**config.mk**
```make
export PLATFORM = sky130hd
export DESIGN_NAME = hostbr_regfile
export DESIGN_NICKNAME = d
export VERILOG_FILES = /design/src/rtl/hostbr_pkg.sv /design/src/rtl/hostbr_ctrl.sv /design/src/rtl/hostbr_dpath.sv /design/src/rtl/hostbr_regfile.sv
export SDC_FILE = /design/constraint.sdc
export NUM_CORES = 1
export LEC_CHECK = 0
export BUFFER_PORTS_ARGS = -buffer_cell sky130_fd_sc_hd__buf_4
export CORE_UTILIZATION = 45
export CTS_BUF_LIST = sky130_fd_sc_hd__clkbuf_4 sky130_fd_sc_hd__clkbuf_8
export CTS_CLUSTER_SIZE = 24
export DETAILED_ROUTE_END_ITERATION = 10
export PLACE_DENSITY = 0.63
export SLEW_MARGIN = 20
export SYNTH_ARGS = -nofsm -noshare
export SYNTH_HDL_FRONTEND = slang
export SYNTH_SLANG_ARGS = --single-unit
```
**constraint.sdc**
```tcl
create_clock -name clk -period 1.64 [get_ports clk]
set_input_delay 0.082 -clock clk [delete_from_list [all_inputs] [get_ports clk]]
set_output_delay 0.082 -clock clk [all_outputs]
set_load 0.01 [all_outputs]
```
**src/rtl/hostbr_pkg.sv**
```systemverilog
package hostbr_pkg;
  localparam int DATA_W    = 32;
  localparam int NUM_WORDS = 28;
  localparam int IDX_W     = $clog2(NUM_WORDS);

  // word indices whose behaviour differs from plain storage
  localparam int IDX_GENCFG  = 1;
  localparam int IDX_ENSET   = 12;
  localparam int IDX_ENCLR   = 13;
  localparam int IDX_ENABLE  = 14;
  localparam int IDX_STATUS  = 15;
  localparam int SOFTRST_BIT = 2;

  typedef struct packed {
    logic              wrStore;  // store data into word idx
    logic              wrSet;    // OR data into enable word
    logic              wrClr;    // clear data bits in enable word
    logic              wrGen;    // write to general config word
    logic              rdEn;     // read request
    logic              rdHit;    // read request inside the map
    logic [IDX_W-1:0]  idx;
    logic [DATA_W-1:0] data;
  } strobe_t;

  function automatic logic [DATA_W-1:0] resetWord(input int idx);
    case (idx)
      0:       return 32'h0000_0C40;
      1:       return 32'h0000_1384;
      2:       return 32'h2BFF_8010;
      3:       return 32'h255E_0091;
      4:       return 32'h0000_6140;
      7:       return 32'h0000_01FF;
      8:       return 32'h0000_01FF;
      26:      return 32'h0000_0008;
      27:      return 32'h1000_0000;
      default: return '0;
    endcase
  endfunction
endpackage

```
**src/rtl/hostbr_ctrl.sv**
```systemverilog
module hostbr_ctrl
  import hostbr_pkg::*;
#(
  parameter int ADDR_W = 8
) (
  input  logic                busValid,
  input  logic                busWrite,
  input  logic [ADDR_W-1:0]   busAddr,
  input  logic [DATA_W-1:0]   busWdata,
  output strobe_t             st
);
  localparam int WIDX_W = ADDR_W - 2;

  logic [WIDX_W-1:0] wordIdx;
  logic              inRange;
  logic              wrAny;
  logic [IDX_W-1:0]  idx;

  assign wordIdx = busAddr[ADDR_W-1:2];
  assign inRange = (32'(wordIdx) < NUM_WORDS);
  assign idx     = wordIdx[IDX_W-1:0];
  assign wrAny   = busValid && busWrite && inRange;

  always_comb begin
    st         = '0;
    st.idx     = idx;
    st.data    = busWdata;
    st.wrSet   = wrAny && (idx == IDX_W'(IDX_ENSET));
    st.wrClr   = wrAny && (idx == IDX_W'(IDX_ENCLR));
    st.wrGen   = wrAny && (idx == IDX_W'(IDX_GENCFG));
    st.wrStore = wrAny && (idx != IDX_W'(IDX_ENABLE)) && (idx != IDX_W'(IDX_STATUS));
    st.rdEn    = busValid && !busWrite;
    st.rdHit   = busValid && !busWrite && inRange;
  end
endmodule

```
**src/rtl/hostbr_dpath.sv**
```systemverilog
module hostbr_dpath
  import hostbr_pkg::*;
(
  input  logic              clk,
  input  logic              rstN,
  input  strobe_t           st,
  output logic [DATA_W-1:0] busRdata,
  output logic              rdValid,
  output logic              rstReq
);
  logic [DATA_W-1:0] words [NUM_WORDS];
  logic [DATA_W-1:0] rdMux;

  for (genvar i = 0; i < NUM_WORDS; i++) begin : g_word
    logic [DATA_W-1:0] q;
    if (i == IDX_STATUS) begin : g_status
      assign q = '0;
    end else if (i == IDX_ENABLE) begin : g_enable
      always_ff @(posedge clk or negedge rstN) begin
        if (!rstN)         q <= resetWord(i);
        else if (st.wrSet) q <= q | st.data;
        else if (st.wrClr) q <= q & ~st.data;
      end
    end else begin : g_plain
      always_ff @(posedge clk or negedge rstN) begin
        if (!rstN)                                    q <= resetWord(i);
        else if (st.wrStore && st.idx == IDX_W'(i))   q <= st.data;
      end
    end
    assign words[i] = q;
  end

  always_comb begin
    rdMux = '0;
    for (int k = 0; k < NUM_WORDS; k++) begin
      if (st.idx == IDX_W'(k)) rdMux = words[k];
    end
  end

  always_ff @(posedge clk or negedge rstN) begin
    if (!rstN) begin
      busRdata <= '0;
      rdValid  <= 1'b0;
      rstReq   <= 1'b0;
    end else begin
      rdValid <= st.rdEn;
      if (st.rdEn) busRdata <= st.rdHit ? rdMux : '0;
      rstReq  <= st.wrGen && st.data[SOFTRST_BIT] && !words[IDX_GENCFG][SOFTRST_BIT];
    end
  end

  // assertions
  logic pastValid;
  always_ff @(posedge clk or negedge rstN) begin
    if (!rstN) pastValid <= 1'b0;
    else       pastValid <= 1'b1;
  end

  a_r7_enable_ro: assert property (@(posedge clk) disable iff (!rstN)
    (pastValid && !$past(st.wrSet) && !$past(st.wrClr)) |-> $stable(words[IDX_ENABLE]));

  a_r5_set_or: assert property (@(posedge clk) disable iff (!rstN)
    (pastValid && $past(st.wrSet)) |-> ((words[IDX_ENABLE] & $past(st.data)) == $past(st.data)));

  a_r6_clr_bits: assert property (@(posedge clk) disable iff (!rstN)
    (pastValid && $past(st.wrClr)) |-> ((words[IDX_ENABLE] & $past(st.data)) == '0));

  a_r8_req_pulse: assert property (@(posedge clk) disable iff (!rstN)
    rstReq |=> !rstReq);

  a_r8_req_cause: assert property (@(posedge clk) disable iff (!rstN)
    (pastValid && rstReq) |-> ($past(st.wrGen) && $past(st.data[SOFTRST_BIT])
                               && !words[IDX_GENCFG][SOFTRST_BIT] == 1'b0));

  a_r3_rd_latency: assert property (@(posedge clk) disable iff (!rstN)
    pastValid |-> (rdValid == $past(st.rdEn)));
endmodule

```
**src/rtl/hostbr_regfile.sv**
```systemverilog
module hostbr_regfile
  import hostbr_pkg::*;
#(
  parameter int ADDR_W = 8
) (
  input  logic              clk,
  input  logic              rstN,
  input  logic              busValid,
  input  logic              busWrite,
  input  logic [ADDR_W-1:0] busAddr,
  input  logic [31:0]       busWdata,
  output logic [31:0]       busRdata,
  output logic              rdValid,
  output logic              rstReq
);
  strobe_t st;

  hostbr_ctrl #(.ADDR_W(ADDR_W)) u_ctrl (
    .busValid (busValid),
    .busWrite (busWrite),
    .busAddr  (busAddr),
    .busWdata (busWdata),
    .st       (st)
  );

  hostbr_dpath u_dpath (
    .clk      (clk),
    .rstN     (rstN),
    .st       (st),
    .busRdata (busRdata),
    .rdValid  (rdValid),
    .rstReq   (rstReq)
  );
endmodule

```
==> run_results.csv <==
group,metric,value,unit
floorplanning,die-area,0.09226,mm^2
sta,finalHoldViolCount,0,
cells_and_area,nNetsFinal,3846,
grt,grt_overflow,0,
floorplanning,fp.coreArea,0.09015,mm^2
outcome,status,"complete, but fails checks",
route,routed_via_density,6.109,
sta,period_needed,2.128,ns
placed_design,dpl.hpwl,99690,um
sta,drv_slew,0,
sta,clock.fmax,470.0,MHz
critical_path,crit_arrival,2.82,ns
flow_run,timing.max_cap.violations,0,
route,drt-total-wl,140100,um
critical_path,endpoint_kind,"flop",
route,antenna_left,0,
yosys,syn-cell-area,0.04097,mm^2
cells_and_area,syn_to_final_growth,25.29,%
sta,setup_viol,11,
sta,post-route-period-util,1.297,
clock_network,cts_root_buf,"clkbuf_8",
grt,antenna_found_initial,5,
yosys,yosys.area.top_type_share,0.5137,
route,avgRoutedWirePerCell,27.45,um
grt,grt_max_degree,82,
clock_network,clock_latency,0.83,ns
power,netSwitchingFraction,0.2546,
clock_network,cts_tree,"done",
sta,rsz0062_at_grt,"yes",
power,peakVddDrop,0.0007466,V
sta,tightest_slew,0.5443,ns
sta,maxSlewHeadroom,0.6371,
power,combinationalPowerShare,0.103,
route,drc,0,
floorplanning,initial_core_util,0.4545,
route,vias,31168,
power,leakagePower,0.02458,uW
yosys,synth_top_area_cell,"dfrtp_1",
critical_path,required,2.33,ns
clock_network,clock_sink_count,898,
power,p_per_area,1006,mW/mm^2
yosys,synth_cell_types,72,
yosys,netlist_instances,3325,
floorplanning,num_io_pins,78,
floorplanning,die_h,303.7,um
clock_network,cts_buffers,153,
clock_network,cts_buffer_depth,3,
sta,fin_tns_setup,-1.444,ns
yosys,async_flop_share,1.000,
grt,grt_pass1_wl,212000,um
route,drtIter0Drc,2984,
sta,hold_slack,0.1413,ns
route,drtPass1Iterations,6,
critical_path,critPathSlowestCell,"dfstp_2",
yosys,yosysWarnings,0,
min_path,hold_class,"input port to flop",
power,power,51620,uW
yosys,synth_fp_nets,3369,
placed_design,place_congestion,0.9723,
power,power_frac_seq,0.481,
yosys,yosysMostFrequentCell,"dfrtp_1",
yosys,synth_common_cells,"dfrtp_1 (841), mux2_2 (827), a21oi_1 (196)",
critical_path,path_class,"flop to flop",
critical_path,max_stage_delay,0.37,ns
floorplanning,rows,110,
sta,fin_skew,0.03545,ns
grt,grt_usage,0.3047,
yosys,synthTopCellsByArea,"dfrtp_1 (51%), mux2_2 (23%), dfstp_2 (3.7%)",
critical_path,worstPathCellList,"o211a_1 -> a221o_1 -> a2111oi_4 -> o21ai_2 -> a2111oi_2 -> buf_4 -> nor2_1",
yosys,syn_area_per_cell,12.32,um^2
clock_network,clk_pin_slew,0.06,ns
cells_and_area,drive_above_1_share,0.4945,
power,p_switching,13140,uW
yosys,ys_seq_area_frac,0.5502,
yosys,ys_ff_latch,898,
yosys,synth_edf_count,0,
power,internal-power,38480,uW
placed_design,port_buffers,75,
sta,setup_ws,-0.4877,ns
yosys,ys.flop_type,"dfrtp_1",
floorplanning,die_w,303.7,um
clock_network,htree_levels,4,
critical_path,startpoint_type,"flop",
critical_path,worst-path-max-fanout,2,
grt,grt_pass1_vias,32707,
power,clkPwrFrac,0.415,
outcome,violations,"negative setup slack",
-- power by group through the flow --
stage	clock, uW	sequential [uW]	combinational, uW
6_report	21400	24800	5340
5_1_grt	22800	25000	5710
4_1_cts	21800	24800	5240
3_5_place_dp	0	25100	5070
3_3_place_gp	0	25000	4890
2_1_floorplan	0	24800	2710
-- state kept, by name, indices dropped and copies added, names as in the netlist, named ones only --
register,cells
u_dpath.g_word.q,832
u_dpath.busRdata,32
u_dpath.rdValid,1
u_dpath.rstReq,1
-- repair_timing --
action / in CTS / in global routing
resized for setup: 81 / 65
pin swaps: 29 / 40
endpoints found under the hold margin: 1764 / 0
setup buffers: 1 / 7
endpoints found under the setup margin: 33 / 30
gates cloned: 0 / 0
hold buffers: 39 / 0
-- cells by family (layout without fill, tap and decap cells) --
family,after synthesis,after routing,share of synthesized area
AND/OR/NAND/NOR,434,434,0.04871
flip-flops,898,898,0.5502
buffers and inverters,325,921,0.03536
multiplexers,846,846,0.2324
AO/OA/AOI/OAI,822,822,0.1333
other,0,5,0
-- layer usage --
metal	GRT usage	vias up	part of all wire
li1	-	13302	-
met1	0.4118	16242	0.43
met2	0.4835	1334	0.47
met3	0.05984	288	0.066
met4	0.1199	2	0.036
met5	0	-	0.000057
-- critical path, delay by kind of cell, from the launching register on --
kind,cells,cell delay (ns)
AO/OA/AOI/OAI,5,1.42
buffers and inverters,1,0.16
flip-flops,1,0.37
AND/OR/NAND/NOR,1,0.04
-- final timing paths --
path                                                from                        to  slack [ns]  cells after the start
worst max-delay path             u_dpath.g_word[1].q[12]      u_dpath.busRdata[12]       -0.49                      7
worst min-delay path                          busAddr[2]       u_dpath.busRdata[2]        0.14                      7
worst max register to register   u_dpath.g_word[1].q[12]      u_dpath.busRdata[12]       -0.49                      7
worst min register to register  u_dpath.g_word[10].q[30]  u_dpath.g_word[10].q[30]        0.50                      1
max in group asynchronous                           rstN  u_dpath.g_word[26].q[27]        0.52                      4
min in group asynchronous                           rstN   u_dpath.g_word[4].q[10]        0.54                      4
-- layout make-up --
type,count,area [um^2]
inverters,10,38.79
diodes,5,12.51
flip-flops and latches,898,22550
multi-input cells,2102,17830
repair buffers,637,6151
clock buffers,258,3138
well taps,1176,1471
clock inverters,16,136.4
fillers,7298,38820
-- per-stage QoR --
step / util / worst slack [ns] / std cells / instance area (um^2)
final: 0.5694 / -0.4877 / 5102 / 51330
after global routing: 0.5693 / -0.5415 / 5098 / 51320
after CTS: 0.5660 / -0.4637 / 5090 / 51020
after detailed placement: 0.5220 / -1.174 / 4779 / 47060
after global placement: 0.5220 / -1.158 / 4779 / 47060
after floorplan: - / -0.1540 / 3325 / 41710
-- placed cells by master (no fill, tap or decap), types with 33 or more instances in the layout --
cell type	netlist	layout
dfrtp_1	841	833
mux2_2	827	827
buf_4	11	494
clkbuf_8	0	192
a21oi_1	196	177
nand2_1	194	168
a22oi_1	131	127
o21ai_0	167	121
buf_12	0	100
clkbuf_4	0	66
nor2_1	80	63
dfstp_2	57	57
o22ai_1	52	50
a22o_1	46	46
dlygate4sd3_1	0	38
nand3_1	40	33
Note: power is estimated with default switching activity, not from simulation.
